$ cat config.mk
export PLATFORM = sky130hd
export DESIGN_NAME = pt_walker
export DESIGN_NICKNAME = d
export VERILOG_FILES = /design/src/rtl/pt_walk_pkg.sv /design/src/rtl/pt_addr_gen.sv /design/src/rtl/pt_entry_check.sv /design/src/rtl/pt_walker.sv
export SDC_FILE = /design/constraint.sdc
export NUM_CORES = 1
export LEC_CHECK = 0
export BUFFER_PORTS_ARGS = -buffer_cell sky130_fd_sc_hd__buf_2
export CAP_MARGIN = 15
export CORE_MARGIN = 3
export CORE_UTILIZATION = 52
export CTS_BUF_LIST = sky130_fd_sc_hd__clkbuf_8
export CTS_CLUSTER_DIAMETER = 30
export CTS_CLUSTER_SIZE = 40
export DETAILED_ROUTE_END_ITERATION = 8
export HOLD_SLACK_MARGIN = 0.08
export PLACE_DENSITY = 0.83
export SLEW_MARGIN = 20
export SYNTH_ARGS = -nofsm -noshare
export SYNTH_HDL_FRONTEND = slang
export SYNTH_SLANG_ARGS = --single-unit
$ cat constraint.sdc
create_clock -name clk -period 3.5 [get_ports clk]
set_input_delay 0.525 -clock clk [delete_from_list [all_inputs] [get_ports clk]]
set_output_delay 0.525 -clock clk [all_outputs]
set_load 0.02 [all_outputs]
$ cat src/rtl/pt_walk_pkg.sv
package pt_walk_pkg;

  typedef enum logic [2:0] {
    WS_IDLE,
    WS_ISSUE,
    WS_WAIT,
    WS_CHECK,
    WS_DONE,
    WS_FAULT
  } walk_state_t;

  localparam int ENTRY_SHIFT = 2;

endpackage

$ cat src/rtl/pt_addr_gen.sv
module pt_addr_gen #(
  parameter int LEVELS = 2,
  parameter int IDX_W  = 10,
  parameter int PA_W   = 32,
  parameter int LVL_W  = 1
) (
  input  logic [PA_W-1:0]         table_base,
  input  logic [LEVELS*IDX_W-1:0] vpn,
  input  logic [LVL_W-1:0]        level,
  output logic [PA_W-1:0]         entry_addr
);
  import pt_walk_pkg::*;

  localparam int VPN_W = LEVELS * IDX_W;

  logic [IDX_W-1:0] idx_f [LEVELS];
  logic [IDX_W-1:0] idx_sel;

  // level 0 takes the most significant field
  for (genvar g = 0; g < LEVELS; g++) begin : g_field
    assign idx_f[g] = vpn[VPN_W-1-g*IDX_W -: IDX_W];
  end

  assign idx_sel = idx_f[level];

  function automatic logic [PA_W-1:0] slot_addr(input logic [PA_W-1:0] base,
                                                input logic [IDX_W-1:0] idx);
    logic [PA_W-1:0] off;
    off = PA_W'(idx) << ENTRY_SHIFT;
    return base + off;
  endfunction

  assign entry_addr = slot_addr(table_base, idx_sel);

endmodule

$ cat src/rtl/pt_entry_check.sv
module pt_entry_check #(
  parameter int PA_W  = 32,
  parameter int OFF_W = 12
) (
  input  logic [PA_W-1:0]       entry,
  output logic                  present,
  output logic [PA_W-OFF_W-1:0] frame,
  output logic [PA_W-1:0]       next_base
);
  localparam int PPN_W = PA_W - OFF_W;

  function automatic logic [PPN_W-1:0] frame_of(input logic [PA_W-1:0] e);
    return e[PA_W-1:OFF_W];
  endfunction

  logic unused_attr_bits;

  assign present          = entry[0];
  assign frame            = frame_of(entry);
  assign next_base        = {frame_of(entry), {OFF_W{1'b0}}};
  assign unused_attr_bits = ^entry[OFF_W-1:1];

endmodule

$ cat src/rtl/pt_walker.sv
module pt_walker #(
  parameter int LEVELS = 2,
  parameter int IDX_W  = 10,
  parameter int OFF_W  = 12,
  parameter int PA_W   = 32,
  localparam int VA_W  = LEVELS * IDX_W + OFF_W,
  localparam int LVL_W = (LEVELS > 1) ? $clog2(LEVELS) : 1
) (
  input  logic             clk,
  input  logic             rst_n,
  input  logic             req_valid,
  output logic             req_ready,
  input  logic [VA_W-1:0]  req_va,
  input  logic [PA_W-1:0]  root_base,
  output logic             mem_rd_valid,
  output logic [PA_W-1:0]  mem_rd_addr,
  input  logic             mem_rd_data_valid,
  input  logic [PA_W-1:0]  mem_rd_data,
  output logic             rsp_valid,
  output logic             rsp_fault,
  output logic [LVL_W-1:0] rsp_level,
  output logic [PA_W-1:0]  rsp_pa
);
  import pt_walk_pkg::*;

  localparam int PPN_W = PA_W - OFF_W;
  localparam logic [LVL_W-1:0] LAST_LVL = LVL_W'(LEVELS - 1);

  walk_state_t      st_q, st_d;
  logic [LVL_W-1:0] lvl_q;
  logic [VA_W-1:0]  va_q;
  logic [PA_W-1:0]  base_q;
  logic [PA_W-1:0]  entry_q;

  logic             ent_present;
  logic [PPN_W-1:0] ent_frame;
  logic [PA_W-1:0]  ent_next_base;
  logic [PA_W-1:0]  rd_addr;

  // named events, also observed by the bound checker
  logic walk_accept, entry_arrives, entry_null, walk_descend, walk_finish, at_last;

  assign at_last       = (lvl_q == LAST_LVL);
  assign walk_accept   = req_valid && (st_q == WS_IDLE);
  assign entry_arrives = mem_rd_data_valid && (st_q == WS_WAIT);
  assign entry_null    = (st_q == WS_CHECK) && !ent_present;
  assign walk_descend  = (st_q == WS_CHECK) && ent_present && !at_last;
  assign walk_finish   = (st_q == WS_CHECK) && ent_present && at_last;

  pt_addr_gen #(
    .LEVELS(LEVELS), .IDX_W(IDX_W), .PA_W(PA_W), .LVL_W(LVL_W)
  ) u_addr_gen (
    .table_base (base_q),
    .vpn        (va_q[VA_W-1:OFF_W]),
    .level      (lvl_q),
    .entry_addr (rd_addr)
  );

  pt_entry_check #(
    .PA_W(PA_W), .OFF_W(OFF_W)
  ) u_entry_check (
    .entry     (entry_q),
    .present   (ent_present),
    .frame     (ent_frame),
    .next_base (ent_next_base)
  );

  always_comb begin
    st_d = st_q;
    case (st_q)
      WS_IDLE:  if (walk_accept)   st_d = WS_ISSUE;
      WS_ISSUE:                    st_d = WS_WAIT;
      WS_WAIT:  if (entry_arrives) st_d = WS_CHECK;
      WS_CHECK: begin
        if (entry_null)        st_d = WS_FAULT;
        else if (walk_finish)  st_d = WS_DONE;
        else                   st_d = WS_ISSUE;
      end
      WS_DONE:                     st_d = WS_IDLE;
      WS_FAULT:                    st_d = WS_IDLE;
      default:                     st_d = WS_IDLE;
    endcase
  end

  always_ff @(posedge clk) begin
    if (!rst_n) begin
      st_q    <= WS_IDLE;
      lvl_q   <= '0;
      va_q    <= '0;
      base_q  <= '0;
      entry_q <= '0;
    end else begin
      st_q <= st_d;
      if (walk_accept) begin
        va_q   <= req_va;
        base_q <= root_base;
        lvl_q  <= '0;
      end
      if (entry_arrives) entry_q <= mem_rd_data;
      if (walk_descend) begin
        base_q <= ent_next_base;
        lvl_q  <= lvl_q + 1'b1;
      end
    end
  end

  assign req_ready    = (st_q == WS_IDLE);
  assign mem_rd_valid = (st_q == WS_ISSUE);
  assign mem_rd_addr  = rd_addr;
  assign rsp_valid    = (st_q == WS_DONE) || (st_q == WS_FAULT);
  assign rsp_fault    = (st_q == WS_FAULT);
  assign rsp_level    = rsp_valid ? lvl_q : '0;
  assign rsp_pa       = (st_q == WS_DONE) ? {ent_frame, va_q[OFF_W-1:0]} : '0;

endmodule

==> results.toml <==
[status]
run_status = "finished, final reports clean"

[drt]
drt_pre_antenna_iters = 5
post-route-drc-count = 0
postRouteAntennaNets = 0
wl_per_cell_um = 15.4
vias = 4568
vias_per_cell = 5.48
first_iter_violations = 247
finalWirelength_um = 12900

[critical_path]
cp_data_arrival_time_ns = 2.85
critPathMaxStageDelay_ns = 0.40
setup.worst_path.end = "mem_rd_addr[25]"
setup.worst_path.start_class = "register"
crit_path_start = "at_last$_SDFFE_PN0P_"
path_max_fanout = 6
r2r_cells = 8
reg2reg_to = "base_q[23]$_SDFFE_PN0P_"
required_ns = 2.97
critPathTopFamily = "compound AO/OA/AOI/OAI gates"
slowest_cell_on_crit_path = "sky130_fd_sc_hd__dfxtp_4"
critPathBufInv = 1
reg_to_reg_setup_timing_slack_ns = 1.29
worst_path_cell_chain = "mux2_2, ha_1, a211oi_2, o21ai_0, and3b_2, o211ai_1, xnor2_1, buf_2"
category_of_the_most_critical_setup_path = "reg2out"
crit_reg_reg_startpoint = "at_last$_SDFFE_PN0P_"
worstSetupPathDepth = 8
setup.worst_path.end_class = "output port"

[grt]
global_route_total_overflow = 0
global_route.usage.total = 0.241
first_global_vias = 4183
first_pass_grt_wire_length_um = 19900
grt_max_degree = 65
grt_antenna_before_repair = 0

[logic_synthesis]
syn_avg_cell_area_um2 = 8.13
synth.cell_area_mm2 = 0.00473
synthCells = 582
yosysSeqAreaShare = 0.377
synth_top_cell_by_area = "sky130_fd_sc_hd__dfxtp_1"
unique_masters_post_synth = 50
synth_top_flop_cell = "sky130_fd_sc_hd__dfxtp_1"
fraction_of_synthesis_flops_using_an_asynchronous_set_or_reset_pin = 0
synth-seq-cells = 89
synth.top_cells.by_area = "sky130_fd_sc_hd__dfxtp_1, sky130_fd_sc_hd__nand2_1, sky130_fd_sc_hd__a21boi_0"
number_of_flops_mapped_to_enable_cells_by_yosys = 0
post_synthesis_net_count = 693
yosys_synthesis_warning_count = 0
synth_largest_type_area_fraction = 0.377

[timing]
slew_violations = 0
fmax_ghz = 0.296
timing.max_slew.rel_slack = 0.486
period_needed_ns = 3.37
worst_slew_pin_slew_ns = 0.770
grt_setup_unrepaired = "no"
finalSetupViolCount = 0
layout_worst_path_cycle_share = 0.964
clock_skew_after_layout_ns = 0.0141
timing.hold.ws_ns = 0.399
timing.final.hold_violations = 0
fin_tns_setup_ns = 0

[floorplan]
start_util = 0.540
fp-row-count = 34
ios = 169
chipWidth_um = 101
die-height_um = 101
design.core.area_mm2 = 0.00876
area_of_the_die_mm2 = 0.0103

[final_layout]
layout_commonest_cell = "sky130_fd_sc_hd__nand2_1"
multiInputGateArea_mm2 = 0.00283
n_fill_cell = 768
nets = 830
layout.cells.most_common_list = "sky130_fd_sc_hd__nand2_1, sky130_fd_sc_hd__buf_2, sky130_fd_sc_hd__dfxtp_1"
layout-drive-gt1-share = 0.291
seq_area_mm2 = 0.00179
syn2layout_area_growth_pct = 24.3

[cts]
tritoncts.num_buffers = 9
cts-hold-fix-buffers = 0
clock_tree.buffer_depth = 2
clock_sinks = 89
cts.reportedPaths.clkPinSlew_ns = 0.09
htree_num_levels = 3
tritoncts = "yes"
clkLatencyLatePin_ns = 0.36
cts_root_buf = "sky130_fd_sc_hd__clkbuf_8"

[power_and_ir_drop]
p_leak_nw = 2.53
vdd_ir_drop_max_v = 0.000210
cellPowerDensity_mw_per_mm2 = 433

[placed_design]
placement.io_buffers = 157
place_hpwl_um = 9210
gp_congestion = 0.856

[hold_path]
hp-class = "in2reg"

[run]
timing.max_cap.violations = 0
[repair_timing]
action	CTS	global route
gates cloned	0	1
buffers inserted	1	0
resized for setup	3	16
setup endpoints to repair	19	21
pin swaps	0	5
[area by class of cell]
class | instances | area share
timing repair buffer | 166 | 0.148
multi-input combinational | 449 | 0.482
clock inverter | 7 | 0.0189
clock buffer | 9 | 0.0211
antenna | 1 | 0.000426
tap | 108 | 0.0230
inverter | 4 | 0.00255
sequential | 89 | 0.304
[power breakdown]
part	total, mW	internal (mW)	switching [mW]
sequential	1.17	1.09	0.0727
combinational	0.548	0.222	0.326
clock	0.827	0.470	0.357
[worst min path at each step]
stage               depth (start not counted)                endpoint                  from
detailed placement                          2    va_q[3]$_SDFFE_PN0P_  va_q[3]$_SDFFE_PN0P_
floorplan                                   2    va_q[3]$_SDFFE_PN0P_  va_q[3]$_SDFFE_PN0P_
global placement                            2    va_q[8]$_SDFFE_PN0P_  va_q[8]$_SDFFE_PN0P_
CTS                                         3  base_q[2]$_SDFFE_PP0P_          root_base[2]
global route                                3  base_q[3]$_SDFFE_PP0P_          root_base[3]
finish                                      3  base_q[2]$_SDFFE_PP0P_          root_base[2]
[cell usage after synthesis, drive strengths merged (2+ instances only)]
master	count
nor2	16
o21a	3
nand2b	5
and3	6
and3b	2
nand2	156
clkbuf	14
mux2	9
a21boi	74
o2111ai	4
o211ai	7
nor3	8
a22oi	20
xnor2	25
a211oi	4
nor2b	6
ha	10
o21ai	12
a31oi	2
nand3	2
and2	35
and4	3
inv	4
nand4	2
xor2	2
nor3b	2
buf	27
a21oi	21
dfxtp	89
or3	2
[through the flow]
stage,power [mW],setup WS [ns],cell area (um^2),instances,utilization
6_report,2.54,0.127,5880,833,0.671
5_1_grt,2.68,0.00753,5870,832,0.670
4_1_cts,2.53,0.0267,5780,831,0.659
3_5_place_dp,1.71,0.196,5520,814,0.629
3_3_place_gp,1.70,0.274,5510,814,0.629
2_1_floorplan,1.55,0.438,4730,582,-
[registers in the layout, summed over array words and instances (netlist names)]
signal   flops
at_last      1
base_q      32
entry_q     21
st_q         3
va_q        32
[layer usage]
layer	share of wire	GRT usage	routed length, um
met5	0	0	0
met4	0.026	0.104	329
met3	0.063	0.0372	815
met2	0.47	0.375	6100
met1	0.44	0.331	5600
[logic make-up after synthesis]
logic type / Yosys count / synth area share
buffers and inverters: 45 / 0.0471
AOI/OAI and AO/OA: 153 / 0.232
and+or+nand+nor: 247 / 0.240
xor gates and xnor gates: 27 / 0.0500
adders and majority gates: 11 / 0.0307
DFF: 89 / 0.377
muxes: 10 / 0.0235
[worst register-to-register path, delay by kind of cell (launching register included)]
family                 cells  cell delay (ns)
AOI/OAI and AO/OA          1             0.21
buffers and inverters      3             0.54
and+or+nand+nor            4             0.96
DFF                        1             0.40
Power figures use the tool's default switching activity.
